==> src/rtl/uart_rf_pkg.sv <==
package uart_rf_pkg;
  localparam int SEL_W = 3;

  typedef enum logic [SEL_W-1:0] {
    SEL_DATA  = 3'd0,
    SEL_IEN   = 3'd1,
    SEL_IDENT = 3'd2,
    SEL_LINE  = 3'd3,
    SEL_MCTL  = 3'd4,
    SEL_LSTAT = 3'd5,
    SEL_MSTAT = 3'd6,
    SEL_DIV   = 3'd7
  } reg_sel_e;

  localparam logic [2:0] ID_LINE_ERR = 3'b110;
  localparam logic [2:0] ID_RX_DATA  = 3'b100;
  localparam logic [2:0] ID_TX_EMPTY = 3'b010;
  localparam logic [2:0] ID_MODEM    = 3'b000;
  localparam logic [2:0] ID_NONE     = 3'b001;

  localparam int EN_RX = 0;
  localparam int EN_TX = 1;
  localparam int EN_LS = 2;
  localparam int EN_MS = 3;

  typedef struct packed {
    logic tx_idle;
    logic tx_hold_empty;
    logic brk;
    logic frame;
    logic parity;
    logic ovr;
    logic ready;
  } line_stat_t;
endpackage

==> src/rtl/uart_rf_rxhold.sv <==
module uart_rf_rxhold #(
  parameter int BYTE_W = 8
) (
  input  logic              clk,
  input  logic              rst,
  input  logic              rx_valid,
  input  logic [BYTE_W-1:0] rx_byte,
  input  logic [2:0]        rx_err,
  input  logic              take,
  input  logic              lstat_rd,
  output logic [BYTE_W-1:0] held,
  output logic              ready,
  output logic              ovr,
  output logic              parity,
  output logic              frame,
  output logic              brk
);
  logic ovr_set;
  assign ovr_set = rx_valid && ready && !take;

  always_ff @(posedge clk) begin
    if (rst) begin
      held   <= '0;
      ready  <= 1'b0;
      ovr    <= 1'b0;
      parity <= 1'b0;
      frame  <= 1'b0;
      brk    <= 1'b0;
    end else begin
      if (rx_valid) held <= rx_byte;
      ready  <= rx_valid | (ready & ~take);
      ovr    <= ovr_set | (ovr & ~lstat_rd);
      parity <= (rx_valid & rx_err[0]) | (parity & ~lstat_rd);
      frame  <= (rx_valid & rx_err[1]) | (frame & ~lstat_rd);
      brk    <= (rx_valid & rx_err[2]) | (brk & ~lstat_rd);
    end
  end
endmodule

==> src/rtl/uart_rf_txport.sv <==
module uart_rf_txport #(
  parameter int BYTE_W = 8
) (
  input  logic              clk,
  input  logic              rst,
  input  logic              load,
  input  logic [BYTE_W-1:0] load_byte,
  input  logic              tx_ready,
  output logic              tx_valid,
  output logic [BYTE_W-1:0] tx_data,
  output logic              empty
);
  always_ff @(posedge clk) begin
    if (rst) begin
      tx_valid <= 1'b0;
      tx_data  <= '0;
    end else if (load) begin
      tx_valid <= 1'b1;
      tx_data  <= load_byte;
    end else if (tx_valid && tx_ready) begin
      tx_valid <= 1'b0;
    end
  end

  assign empty = ~tx_valid;
endmodule

==> src/rtl/uart_rf_modem.sv <==
module uart_rf_modem (
  input  logic       clk,
  input  logic       rst,
  input  logic       cts_i,
  input  logic       dsr_i,
  input  logic       ri_i,
  input  logic       dcd_i,
  input  logic       clr,
  output logic [7:0] status
);
  logic [3:0] lvl_q;
  logic [3:0] delta_q;
  logic [3:0] now;
  logic [3:0] hit;

  assign now = {dcd_i, ri_i, dsr_i, cts_i};
  assign hit[0] = now[0] ^ lvl_q[0];
  assign hit[1] = now[1] ^ lvl_q[1];
  assign hit[2] = lvl_q[2] & ~now[2];
  assign hit[3] = now[3] ^ lvl_q[3];

  always_ff @(posedge clk) begin
    if (rst) begin
      lvl_q   <= '0;
      delta_q <= '0;
    end else begin
      lvl_q   <= now;
      delta_q <= hit | (delta_q & ~{4{clr}});
    end
  end

  assign status = {lvl_q, delta_q};
endmodule

==> src/rtl/uart_rf_irqenc.sv <==
module uart_rf_irqenc
  import uart_rf_pkg::*;
#(
  parameter int IEN_W = 4
) (
  input  logic             clk,
  input  logic             rst,
  input  line_stat_t       lsr,
  input  logic [3:0]       mdelta,
  input  logic [IEN_W-1:0] ien,
  output logic             irq,
  output logic [2:0]       ident
);
  logic [2:0] code;

  always_comb begin
    if ((lsr.ovr | lsr.parity | lsr.frame | lsr.brk) && ien[EN_LS])
      code = ID_LINE_ERR;
    else if (lsr.ready && ien[EN_RX])
      code = ID_RX_DATA;
    else if (lsr.tx_hold_empty && ien[EN_TX])
      code = ID_TX_EMPTY;
    else if ((|mdelta) && ien[EN_MS])
      code = ID_MODEM;
    else
      code = ID_NONE;
  end

  always_ff @(posedge clk) begin
    if (rst) begin
      ident <= ID_NONE;
      irq   <= 1'b0;
    end else begin
      ident <= code;
      irq   <= (code != ID_NONE);
    end
  end
endmodule

==> src/rtl/uart_regfile.sv <==
module uart_regfile
  import uart_rf_pkg::*;
#(
  parameter int ADDR_W = 5,
  parameter int DATA_W = 32,
  parameter int BYTE_W = 8,
  parameter int LCR_W  = 7,
  parameter int MCR_W  = 2,
  parameter int DIV_W  = 16,
  parameter int IEN_W  = 4
) (
  input  logic              clk,
  input  logic              rst,
  input  logic [ADDR_W-1:0] bus_addr,
  input  logic              bus_wr,
  input  logic [DATA_W-1:0] bus_wdata,
  input  logic              bus_rd,
  output logic [DATA_W-1:0] bus_rdata,
  input  logic              rx_valid,
  input  logic [BYTE_W-1:0] rx_byte,
  input  logic [2:0]        rx_err,
  output logic              rx_ready,
  output logic              tx_valid,
  output logic [BYTE_W-1:0] tx_data,
  input  logic              tx_ready,
  input  logic              cts_i,
  input  logic              dsr_i,
  input  logic              ri_i,
  input  logic              dcd_i,
  output logic              irq,
  output logic [LCR_W-1:0]  line_ctrl,
  output logic [MCR_W-1:0]  modem_ctrl,
  output logic [DIV_W-1:0]  divisor
);
  localparam int IDX_LSB = 2;
  localparam int LSR_W   = $bits(line_stat_t);

  reg_sel_e         sel;
  logic             take, lstat_rd, mstat_rd, tx_load;
  logic [IEN_W-1:0] ien_q;
  logic [BYTE_W-1:0] held;
  logic             rdy, ovr, par, frm, brk, tx_empty;
  logic [7:0]       mstat;
  logic [2:0]       ident;
  line_stat_t       lsr;
  logic [DATA_W-1:0] rd_mux;
  logic             unused_bits;

  assign sel      = reg_sel_e'(bus_addr[IDX_LSB +: SEL_W]);
  assign take     = bus_rd && (sel == SEL_DATA);
  assign lstat_rd = bus_rd && (sel == SEL_LSTAT);
  assign mstat_rd = bus_rd && (sel == SEL_MSTAT);
  assign tx_load  = bus_wr && (sel == SEL_DATA);
  assign unused_bits = ^{bus_addr, bus_wdata};

  always_ff @(posedge clk) begin
    if (rst) begin
      ien_q      <= '0;
      line_ctrl  <= '0;
      modem_ctrl <= '0;
      divisor    <= '0;
    end else if (bus_wr) begin
      case (sel)
        SEL_IEN:  ien_q      <= bus_wdata[IEN_W-1:0];
        SEL_LINE: line_ctrl  <= bus_wdata[LCR_W-1:0];
        SEL_MCTL: modem_ctrl <= bus_wdata[MCR_W-1:0];
        SEL_DIV:  divisor    <= bus_wdata[DIV_W-1:0];
        default: ;
      endcase
    end
  end

  uart_rf_rxhold #(.BYTE_W(BYTE_W)) u_rx (
    .clk(clk), .rst(rst), .rx_valid(rx_valid), .rx_byte(rx_byte),
    .rx_err(rx_err), .take(take), .lstat_rd(lstat_rd), .held(held),
    .ready(rdy), .ovr(ovr), .parity(par), .frame(frm), .brk(brk)
  );

  uart_rf_txport #(.BYTE_W(BYTE_W)) u_tx (
    .clk(clk), .rst(rst), .load(tx_load), .load_byte(bus_wdata[BYTE_W-1:0]),
    .tx_ready(tx_ready), .tx_valid(tx_valid), .tx_data(tx_data),
    .empty(tx_empty)
  );

  uart_rf_modem u_msr (
    .clk(clk), .rst(rst), .cts_i(cts_i), .dsr_i(dsr_i), .ri_i(ri_i),
    .dcd_i(dcd_i), .clr(mstat_rd), .status(mstat)
  );

  always_comb begin
    lsr.tx_idle       = tx_empty;
    lsr.tx_hold_empty = tx_empty;
    lsr.brk           = brk;
    lsr.frame         = frm;
    lsr.parity        = par;
    lsr.ovr           = ovr;
    lsr.ready         = rdy;
  end

  uart_rf_irqenc #(.IEN_W(IEN_W)) u_irq (
    .clk(clk), .rst(rst), .lsr(lsr), .mdelta(mstat[3:0]), .ien(ien_q),
    .irq(irq), .ident(ident)
  );

  always_comb begin
    rd_mux = '0;
    case (sel)
      SEL_DATA:  rd_mux[BYTE_W-1:0] = held;
      SEL_IDENT: rd_mux[2:0]        = ident;
      SEL_LSTAT: rd_mux[LSR_W-1:0]  = lsr;
      SEL_MSTAT: rd_mux[7:0]        = mstat;
      default:   rd_mux = '0;
    endcase
  end

  always_ff @(posedge clk) begin
    if (rst)         bus_rdata <= '0;
    else if (bus_rd) bus_rdata <= rd_mux;
    else             bus_rdata <= '0;
  end

  assign rx_ready = ~rdy;
endmodule

==> config.mk <==
export PLATFORM = sky130hd
export DESIGN_NAME = uart_regfile
export DESIGN_NICKNAME = d
export VERILOG_FILES = /design/src/rtl/uart_rf_pkg.sv /design/src/rtl/uart_rf_rxhold.sv /design/src/rtl/uart_rf_txport.sv /design/src/rtl/uart_rf_modem.sv /design/src/rtl/uart_rf_irqenc.sv /design/src/rtl/uart_regfile.sv
export SDC_FILE = /design/constraint.sdc
export NUM_CORES = 1
export LEC_CHECK = 0
export ABC_CLOCK_PERIOD_IN_PS = 1900
export CAP_MARGIN = 0
export CELL_PAD_IN_SITES_DETAIL_PLACEMENT = 1
export CELL_PAD_IN_SITES_GLOBAL_PLACEMENT = 2
export CORE_ASPECT_RATIO = 0.5
export CORE_MARGIN = 2
export CORE_UTILIZATION = 38
export CTS_CLUSTER_SIZE = 10
export DETAILED_ROUTE_END_ITERATION = 6
export DONT_BUFFER_PORTS = 1
export PLACE_DENSITY_LB_ADDON = 0.1
export SLEW_MARGIN = 20
export SYNTH_ARGS = -nofsm -noshare
export SYNTH_HDL_FRONTEND = slang
export SYNTH_HIERARCHICAL = 1
export SYNTH_SLANG_ARGS = --single-unit
==> constraint.sdc <==
create_clock -name clk -period 1.9 [get_ports clk]
set_input_delay 0.285 -clock clk [delete_from_list [all_inputs] [get_ports clk]]
set_output_delay 0.285 -clock clk [all_outputs]
set_load 0.005 [all_outputs]
Yosys cells after proc, flatten, opt, wreduce, memory -nomap -nowiden
Index checks and enable logic that the tools add are counted.
- eq/ne operators: 8
- multiplexer cells: 9
- bitwise gates (word level): 29
- reduce and logical (&&, ||, !) cells: 20
- operator list (kind ; count):
    $eq 3x3->1 const B ; 4
    $pmux 3 s4 ; 1
    $pmux 4 s3 ; 1
    $logic_and 1x1->1 ; 11
    $and 1x1->1 ; 9
    $mux 3 ; 3
    $or 1x1->1 ; 8
    $reduce_and 2->1 ; 4
    $eq 3x2->1 const B ; 2
    $not 1->1 ; 6
    $and 4x4->4 ; 1
    $not 4->4 ; 1
    $or 4x4->4 ; 1
    $reduce_or 4->1 ; 1
    $eq 3x1->1 const B ; 1
    $logic_not 3->1 ; 1
    $mux 1 ; 3
    $ne 3x1->1 const B ; 1
    $xor 1x1->1 ; 3
    $pmux 1 s2 ; 1
    $reduce_bool 2->1 ; 1
    $reduce_or 2->1 ; 1
    $logic_not 1->1 ; 1
- flip-flop bits (word level): 95
- bits of input ports: 58
- output and inout port bits: 68
- logic and storage cells: 84

Logic depth before layout (Yosys ltp)
Gate-level depths: netlist (run 1).
- depth after elaboration: 7
- gate-level depth with buffers: 7
- depth with buffers taken out: 4

Hierarchy
Netlist (run 1), hierarchy kept.
- by module, submodules not included (module ; times used ; cells an instance ; area an instance (sq um) ; seq. area each (sq um)):
    uart_regfile ; 1 ; 203 ; 1783.0 ; 740.7
    uart_rf_rxhold ; 1 ; 45 ; 462.9 ; 260.2
    uart_rf_txport ; 1 ; 31 ; 325.3 ; 180.2
    uart_rf_modem ; 1 ; 24 ; 262.8 ; 160.2
    uart_rf_irqenc ; 1 ; 13 ; 151.4 ; 80.1

Worst setup path before layout (run 1)
OpenSTA, ideal clock, no wires.
- path kind: input -> register
- from: input bus_addr[4]
- to: register u_tx.tx_data[0]
- setup time: 117 ps
- arrival time: 1276 ps
- data required time: 1783 ps
- setup slack: 507 ps
- stages: 7
- buffers on the path: 3
- cells stage by stage: buf_6 buf_6 nor3_4 and2_1 buf_6 mux2i_1 nor2_1
- longest elaborated chain between the ends: 2
- RTL lines (item ; line ; text):
    from (decl) ; uart_regfile.sv:14 ; input logic [ADDR_W-1:0] bus_addr,
    $logic_not 3->1 ; uart_regfile.sv:53 ; assign tx_load = bus_wr && (sel == SEL_DATA);
    $logic_and 1x1->1 ; uart_regfile.sv:53 ;
    net tx_load ; uart_regfile.sv:39 ; logic take, lstat_rd, mstat_rd, tx_load;
    to (signal assigned) ; uart_rf_txport.sv:19 ; tx_data <= load_byte;
    to (decl) ; uart_rf_txport.sv:10 ; output logic [BYTE_W-1:0] tx_data,
The timed path passes the listed nets, and every way through them passes these cells.
A chain may end at the register's enable or synchronous reset.

Final worst setup path (run 1)
- from: register u_rx.parity
- to: register u_irq.irq
- longest elaborated chain between the ends: 6
- RTL lines (item ; line ; text):
    from (decl) ; uart_rf_rxhold.sv:14 ; output logic parity,
    from (signal assigned) ; uart_rf_rxhold.sv:33 ; parity <= (rx_valid & rx_err[0]) | (parity & ~lstat_rd);
    $or 1x1->1 (3 in a row) ; uart_rf_irqenc.sv:17 ; if ((lsr.ovr | lsr.parity | lsr.frame | lsr.brk) && ien[EN_LS])
    $logic_and 1x1->1 ; uart_rf_irqenc.sv:17 ;
    $mux 3 ; uart_rf_irqenc.sv:17 ;
    $ne 3x1->1 ; uart_rf_irqenc.sv:35 ; irq <= (code != ID_NONE);
    to (signal assigned) ; uart_rf_irqenc.sv:35 ;
    to (decl) ; uart_rf_irqenc.sv:11 ; output logic irq,
Every way passes these cells.

==> impl_metrics.csv, run 1 <==
group,metric,value,unit
run_status,outcome,"finished, final reports clean",
place,port-buffer-count,0,
cells_and_area,num_antenna_cells,0,
synthesis,synth_area,2990,µm²
grt,grt_pass1_wl,11.1,mm
sta,fin_crit_sh,63.9,%
floorplan,io_pins,126,
route,final_antenna_net_count,0,
floorplan,core,7460,µm²
cells_and_area,syn_to_final_growth,8.72,%
clock_network,hold_buffers,0,
clock_network,clk_pin_slew,0.06,ns
worst_setup_path,crit_path_end_kind,"flip-flop",
clock_network,cts_buffers,9,
grt,grt_max_degree,67,
worst_setup_path,path_delay_family,"compound AO/OA/AOI/OAI gates",
clock_network,cts_setup_buffers,0,
sta,fin_setup_tns,0,ns
worst_setup_path,critPathMaxFanout,3,
synthesis,synth_largest_area_cell,"dfxtp_1",
grt,track_usage,17.3,%
route,vias,2081,
place,dp.cells,408,
route,firstDrtPassIters,4,
route,drc,0,
route,drt_iter0_markers,45,
clock_network,h-tree-depth,3,
grt,grt_pass1_vias,2145,
sta,rsz0062_at_grt,"no",
floorplan,start_util,40.0,%
sta,fin_crit,1.21,ns
cells_and_area,layout.nets,369,
grt,grt_antenna_before_repair,0,
grt,overflow,0,
synthesis,yosysSeqAreaShare,47.6,%
pwr,p_leak,1.24,nW
clock_network,post_cts_resize_count,0,
sta,worst_slew_pin_slew,0.714,ns
cells_and_area,drive_gt1_share,9.81,%
clock_network,cts_sinks,71,
floorplan,die_h,66.7,µm
synthesis,ys_warn_count,6,
place,gp_congestion,0.764,
route,wl,7.04,mm
floorplan,die_w,129,µm
pwr,power_density,1100,nW/µm²
cells_and_area,layout_commonest_cell,"dfxtp_1",
sta,finalClockSkew,0.00675,ns
pwr,total_power,3.56,mW
floorplan,num_rows,22,
place,hpwlAfterDp,5.02,mm
worst_setup_path,crit_path_max_incr_delay,0.39,ns
hold_path,hp-class,"in2reg",
synthesis,synthCells,316,
sta,finalSetupViolations,0,
sta,hold_viol,0,
worst_setup_path,arrival,1.41,ns
sta,max-slew-margin-rel,52.2,%
sta,slew_violations,0,
synthesis,ys_top_cells_by_area,"dfxtp_1 48%, mux2i_1 9.7%, buf_4 6.8%",
synthesis,synth_area_per_cell,9.45,µm²
clock_network,ctsLongestPathBuffers,2,
clock_network,cts_tree,"yes",
clock_network,insertion_delay,0.33,ns
route,wl_per_cell,16.6,µm
worst_setup_path,critPathSlowestCell,"o41ai_2",
worst_setup_path,critPathKind,"reg2reg",
worst_setup_path,start_kind,"flip-flop",
synthesis,synth_top_area_share,47.6,%
floorplan,die_area,8620,µm²
sta,fmax,823,MHz
synthesis,ys_ff_latch,71,
worst_setup_path,cp_cell_sequence,"o41ai_2 -> a21boi_2 -> a31oi_1",
worst_setup_path,cp.required,2.10,ns
cells_and_area,layout_common_cells,"71 x dfxtp_1, 40 x nand2_1, 31 x nor2_1",
synthesis,yosys.cell_types.count,42,
pwr,vdd_drop_max,413,µV
cells_and_area,fin_cells,424,
route,detail_route.vias_per_cell,4.91,
clock_network,clockRootBuffer,"clkbuf_16",
job,maxCapViolCount,0,
worst_setup_path,path_buf_inv,0,
## cell type report
cell class | count | area (µm²)
fillers | 872 | 4210
inverters | 6 | 22.5
clock buffers | 11 | 253
multi-input cells | 222 | 1330
clock inverters | 5 | 80.1
repair buffers | 1 | 7.51
well taps | 108 | 135
flip-flops and latches | 71 | 1420
## path summary, 6_finish.rpt
kind | start | endpoint | cells after the start | slack, ns
worst max-delay path | u_rx/parity$_SDFF_PP0_ | u_irq/irq$_SDFF_PP0_ | 3 | 0.69
worst max register to register | u_rx/parity$_SDFF_PP0_ | u_irq/irq$_SDFF_PP0_ | 3 | 0.69
worst min register to register | divisor[3]$_SDFFE_PP0P_ | divisor[3]$_SDFFE_PP0P_ | 2 | 0.47
worst min-delay path | rst | line_ctrl[2]$_SDFFE_PP0P_ | 1 | 0.02
## cells by family after synthesis
kind of cell | after synthesis | synth area share [%]
compound gates | 47 | 10.3
other cells | 1 | 0.126
xor+xnor | 4 | 1.17
simple gates | 116 | 19.4
mux | 31 | 10.5
flops | 71 | 47.6
buf+inv | 46 | 10.9
## worst reg2reg max path, cell delays in order, from the launching register on
cell and delay, ns:
dfxtp_1 0.34, o41ai_2 0.39, a21boi_2 0.26, a31oi_1 0.10
## flip-flops by register name, indices dropped and copies added, names as in the netlist, 2 cells and up
signal	count
bus_rdata	8
divisor	16
ien_q	4
line_ctrl	7
modem_ctrl	2
u_irq/ident	3
u_msr/delta_q	4
u_msr/lvl_q	4
u_rx/held	8
u_tx/tx_data	8
## power by group
group | switching (mW) | leakage [nW] | total, mW | internal, mW
Combinational | 0.0774 | 0.500 | 0.148 | 0.0707
Clock | 0.615 | 0.158 | 1.83 | 1.22
Sequential | 0.0418 | 0.579 | 1.58 | 1.54
Total | 0.734 | 1.24 | 3.56 | 2.83
## metal layers
metal | up-vias | wire, µm | global-route usage (%) | share of wire [%]
li1 | 1006 | - | - | -
met1 | 990 | 3070 | 19.8 | 44
met2 | 81 | 3230 | 28.6 | 46
met3 | 4 | 663 | 8.19 | 9.4
met4 | 0 | 63 | 6.52 | 0.90
met5 | - | 0 | 0 | 0
## per-stage QoR
step                      hold WS (ns)  instance area, µm²  worst slack, ns  util, %
after CTS                      0.00649                3250            0.675     43.5
after global routing           0.00457                3250            0.593     43.5
after detailed placement         0.364                2910            0.525     39.0
final                           0.0239                3250            0.685     43.5
after global placement           0.359                2910            0.582     39.0
after floorplan                  0.354                3070            0.507        -
## cell usage after synthesis, drive strengths merged
library cell and count:
dfxtp 71, nand2 40, buf 36, nor2 31
mux2i 29, a21oi 28, nand2b 11, nand3 9
nor2b 9, a31oi 6, inv 6, and2 5
clkbuf 4, xnor2 4, a32oi 3, and3 2
and4bb 2, mux2 2, nor3 2, o41ai 2
a211oi 1, a21boi 1, a21o 1, a22oi 1
a31o 1, and4 1, conb 1, nand4 1
nand4b 1, nor4b 1, o21bai 1, o311ai 1
o31ai 1, or3b 1
(Power assumes the default switching activity.)
==> run 2: changes to the inputs <==
ABC_CLOCK_PERIOD_IN_PS = 1100   (was 1900)
CORE_UTILIZATION = 32   (was 38)
clock period = 1.1 ns   (was 1.9 ns; I/O delays follow)
==> run 2 against run 1 <==
The run now ends with hold timing, setup timing left. Worst hold slack worse by 0.12 ns. Core utilization shrank 3.8 points. Clock skew decreased by 0.0045 ns. Routed wire length increased by 7.2%. Largest power group unchanged.
==> impl_metrics.csv, run 2 (same netlist as run 1, synthesis figures left out) <==
group,metric,value,unit
place,port-buffer-count,0,
cells_and_area,fin_cells,452,
floorplan,die_h,72.3,µm
cells_and_area,seq_area,1430,µm²
grt,track_usage,15.4,%
run_status,outcome,"finished, violations left",
worst_setup_path,start_kind,"flip-flop",
cells_and_area,fin_util,39.7,%
grt,grt_pass1_wl,11.8,mm
grt,grt_antenna_before_repair,0,
worst_setup_path,crit_path_end_kind,"flip-flop",
worst_setup_path,critPathMaxFanout,3,
cells_and_area,drive_gt1_share,14.6,%
floorplan,start_util,33.6,%
cells_and_area,fillers,1009,
sta,slew_violations,0,
clock_network,hold_buffers,5,
pwr,vdd_drop_max,783,µV
grt,overflow,0,
job,maxCapViolCount,0,
run_status,violations,"hold timing, setup timing",
worst_setup_path,cp.required,1.37,ns
cells_and_area,largest_reg_flops,16,
sta,fin_crit_sh,107,%
sta,finalSetupViolations,4,
sta,fin_hold_ws,-0.0976,ns
place,hpwlAfterDp,5.39,mm
sta,rsz0062_at_grt,"yes",
clock_network,insertion_delay,0.33,ns
sta,fin_setup_tns,-0.214,ns
grt,grt_pass1_vias,2246,
floorplan,die_w,141,µm
clock_network,ctsLongestPathBuffers,2,
cells_and_area,num_antenna_cells,0,
route,final_antenna_net_count,0,
cells_and_area,multi_input_area,1350,µm²
worst_setup_path,arrival,1.46,ns
floorplan,die_area,10200,µm²
floorplan,io_pins,126,
floorplan,core,8890,µm²
clock_network,cts_buffers,9,
sta,finalClockSkew,0.00223,ns
sta,setup_ws,-0.0821,ns
cells_and_area,layout_common_cells,"68 x dfxtp_1, 40 x nand2_1, 31 x nor2_1",
cells_and_area,regMostFlops,"divisor",
sta,hold_viol,59,
route,wl,7.54,mm
cells_and_area,layout.nets,388,
clock_network,clockRootBuffer,"clkbuf_16",
sta,fmax,846,MHz
pwr,p_leak,1.39,nW
route,drt_iter0_markers,100,
clock_network,cts_sinks,71,
place,gp_congestion,0.765,
route,vias,2165,
route,detail_route.vias_per_cell,4.79,
clock_network,cts_tree,"yes",
place,dp.cells,429,
cells_and_area,layout_commonest_cell,"dfxtp_1",
route,wl_per_cell,16.7,µm
clock_network,clk_pin_slew,0.06,ns
sta,fin_crit,1.18,ns
worst_setup_path,critPathKind,"reg2reg",
hold_path,hp-class,"in2reg",
route,firstDrtPassIters,4,
clock_network,h-tree-depth,3,
cells_and_area,syn_to_final_growth,18.2,%
pwr,power_density,1940,nW/µm²
route,drc,0,
grt,grt_max_degree,67,
floorplan,num_rows,24,
==> run 2: path summary, 6_finish.rpt <==
kind / startpoint / to / slack [ns] / depth (start not counted)
max: u_rx/parity$_SDFF_PP0_ / u_irq/ident[0]$_SDFF_PP1_ / -0.08 / 3
min: rst / divisor[12]$_SDFFE_PP0P_ / -0.1 / 1
max reg2reg: u_rx/parity$_SDFF_PP0_ / u_irq/ident[0]$_SDFF_PP1_ / -0.08 / 3
min reg2reg: divisor[0]$_SDFFE_PP0P_ / divisor[0]$_SDFFE_PP0P_ / 0.47 / 2
==> run 2: power by group <==
group	leakage (nW)	switching, mW	internal [mW]
sequential	0.580	0.0708	2.66
combinational	0.614	0.151	0.170
clock	0.193	1.06	2.73
total	1.39	1.28	5.56
==> run 2: metrics by stage <==
stage | total power [mW] | setup WS [ns] | instance area, µm² | hold slack (ns)
after global placement | 3.08 | -0.0397 | 3040 | 0.240
after CTS | 6.93 | -0.0577 | 3500 | -0.114
after floorplan | 3.11 | -0.156 | 3070 | 0.234
after detailed placement | 3.09 | -0.0582 | 3040 | 0.243
after global routing | 7.12 | -0.125 | 3530 | -0.119
final | 6.85 | -0.0821 | 3530 | -0.0976
==> run 2: final cells by class <==
| class | instances | share of cell area (%) |
|---|---|---|
| flip-flops and latches | 71 | 40.4 |
| multi-input cells | 222 | 38.2 |
| clock buffers | 10 | 6.77 |
| repair buffers | 20 | 5.43 |
| clock inverters | 6 | 4.40 |
| well taps | 117 | 4.15 |
| inverters | 6 | 0.638 |
==> run 2: what timing repair did <==
item	CTS	global route
setup buffers	1	1
gates resized for setup	2	5
cloned	0	0
endpoints found under the hold margin	64	59
endpoints found under the setup margin	3	3
pin swaps	2	4
==> run 2: per-layer routing <==
layer  share of wire (%)  up-vias  global-route usage [%]
met5                   0        -                       0
met3                 9.2        7                    7.59
met1                  42     1034                    16.7
met2                  48       77                    26.8
met4                 1.1        0                    5.22
li1                    -     1047                       -
==> run 2: critical path, stage by stage (launching register included) <==
cell and delay (ns):
dfxtp_2 0.33, o41ai_4 0.39, a21boi_4 0.26, a31o_1 0.15
==> run 3: changes to the inputs <==
CELL_PAD_IN_SITES_DETAIL_PLACEMENT = 0   (was 1)
==> run 3 against run 2 <==
The flow still finishes with violations (hold timing, setup timing). Worst hold slack better by 0.0030 ns. Clock skew is 0.0013 ns higher. Combinational power is 2% lower. Critical endpoint is now u_irq/irq$_SDFF_PP0_.
==> impl_metrics.csv, run 3 (same netlist as run 1, synthesis figures left out) <==
group,metric,value,unit
clock_network,clk_pin_slew,0.05,ns
floorplan,die_area,10200,µm²
cells_and_area,syn_to_final_growth,15.1,%
cells_and_area,num_antenna_cells,0,
route,drt_iter0_markers,129,
sta,finalClockSkew,0.00354,ns
floorplan,die_w,141,µm
floorplan,io_pins,126,
route,final_antenna_net_count,0,
pwr,p_leak,1.34,nW
route,detail_route.vias_per_cell,4.69,
cells_and_area,layout_common_cells,"68 x dfxtp_1, 40 x nand2_1, 31 x nor2_1",
clock_network,insertion_delay,0.33,ns
sta,finalSetupViolations,3,
grt,use_met3,6.93,%
worst_setup_path,arrival,1.38,ns
pwr,power_density,1800,nW/µm²
sta,hold_viol,59,
route,vias,2109,
cells_and_area,drive_gt1_share,13.2,%
grt,track_usage,14.3,%
grt,grt_antenna_before_repair,0,
pwr,vdd_drop_max,845,µV
grt,overflow,0,
run_status,outcome,"finished, violations left",
place,hpwlAfterDp,5.01,mm
cells_and_area,stdcell_area,3440,µm²
floorplan,die_h,72.3,µm
job,maxCapViolCount,0,
place,gp_congestion,0.765,
place,dp.cells,429,
grt,grt_pass1_vias,1965,
route,wl_per_cell,15.8,µm
sta,fin_hold_ws,-0.0946,ns
grt,grt_util_met1,17.0,%
clock_network,cts_sinks,71,
pwr,p_clk_share,50.6,%
hold_path,hp-class,"in2reg",
grt,grt_pass1_wl,10.9,mm
place,dpl-instance-area,3040,µm²
pwr,switchingPower,1.24,mW
grt,grt-busiest-layer,"met2",
worst_setup_path,start_kind,"flip-flop",
sta,setup_ws,-0.0678,ns
route,drc,0,
sta,fin_crit_sh,106,%
route,firstDrtPassIters,4,
grt,grt_max_degree,67,
clock_network,h-tree-depth,3,
cells_and_area,layout.nets,386,
pwr,p_int,4.94,mW
route,wl,7.10,mm
clock_network,hold_buffers,5,
pwr,switching_share,20.0,%
sta,slew_violations,0,
cells_and_area,fillers,903,
pwr,pwr-share-comb,5.1,%
clock_network,cts_tree,"yes",
cells_and_area,largest_reg_flops,16,
grt,grt_use_met2,22.5,%
sta,rsz0062_at_grt,"yes",
floorplan,num_rows,24,
clock_network,ctsLongestPathBuffers,2,
cells_and_area,fin_cells,450,
worst_setup_path,critPathMaxFanout,3,
cells_and_area,regMostFlops,"divisor",
place,port-buffer-count,0,
worst_setup_path,critPathKind,"reg2reg",
clock_network,cts_buffers,9,
clock_network,cts_setup_buffers,0,
cells_and_area,layout_commonest_cell,"dfxtp_1",
worst_setup_path,cp.required,1.31,ns
sta,fin_crit,1.17,ns
floorplan,start_util,33.6,%
sta,fin_setup_tns,-0.149,ns
sta,fmax,856,MHz
run_status,violations,"hold timing, setup timing",
worst_setup_path,crit_path_end_kind,"flip-flop",
pwr,pwr-share-seq,44.3,%
clock_network,clockRootBuffer,"clkbuf_16",
floorplan,core,8890,µm²
==> run 3: cell types whose count changed in the layout (fill, tap and decap cells not counted), sizes merged <==
| cell | previous run | this run |
|---|---|---|
| clkbuf | 10 | 13 |
| buf | 15 | 13 |
| bufinv | 5 | 2 |
==> run 3: final cells by class <==
type | instances | area, µm² | area share [%]
Tap cell | 117 | 146 | 4.26
Multi-Input combinational cell | 222 | 1350 | 39.1
Sequential cell | 71 | 1430 | 41.5
Clock inverter | 3 | 65.1 | 1.89
Timing Repair Buffer | 18 | 173 | 5.02
Inverter | 6 | 22.5 | 0.655
Clock buffer | 13 | 260 | 7.57
==> run 3: repair_timing <==
item                                    4_1_cts  5_1_grt
gates resized for setup                       2        3
endpoints found under the setup margin        3        3
pin swaps                                     2        3
hold endpoints to repair                     64       59
gates cloned                                  0        0
==> run 3: metal layers <==
layer  share of wire (%)  vias to the layer above
met5                   0                        -
met4                 1.1                        0
met3                 9.6                        9
met2                  45                       85
met1                  44                      970
li1                    -                     1045
==> run 3: worst paths after layout <==
kind	slack (ns)	end	startpoint	cells past startpoint
worst max register to register	-0.07	u_irq/irq$_SDFF_PP0_	u_rx/parity$_SDFF_PP0_	3
worst min-delay path	-0.09	u_tx/tx_valid$_SDFFE_PP0P_	rst	1
worst min register to register	0.47	divisor[13]$_SDFFE_PP0P_	divisor[13]$_SDFFE_PP0P_	2
worst max-delay path	-0.07	u_irq/irq$_SDFF_PP0_	u_rx/parity$_SDFF_PP0_	3
==> run 3: critical path: stages, from the launching register on <==
cell and delay (ns):
dfxtp_2 0.33, o41ai_4 0.37, a21boi_4 0.25, a31oi_1 0.10
==> run 3: power by group through the flow <==
stage / logic [mW] / registers, mW / clock network [mW]
4_1_cts: 0.317 / 2.73 / 3.22
3_5_place_dp: 0.301 / 2.78 / 0
2_1_floorplan: 0.347 / 2.76 / 0
5_1_grt: 0.353 / 2.74 / 3.37
6_report: 0.315 / 2.73 / 3.12
3_3_place_gp: 0.297 / 2.78 / 0
==> run 3: stage by stage <==
stage / power (mW) / util [%] / setup WS [ns]
after detailed placement: 3.09 / 34.2 / -0.0728
after CTS: 6.27 / 38.6 / -0.0776
final: 6.17 / 38.7 / -0.0678
after global placement: 3.08 / 34.2 / -0.0397
after global routing: 6.46 / 38.7 / -0.103
after floorplan: 3.11 / - / -0.156
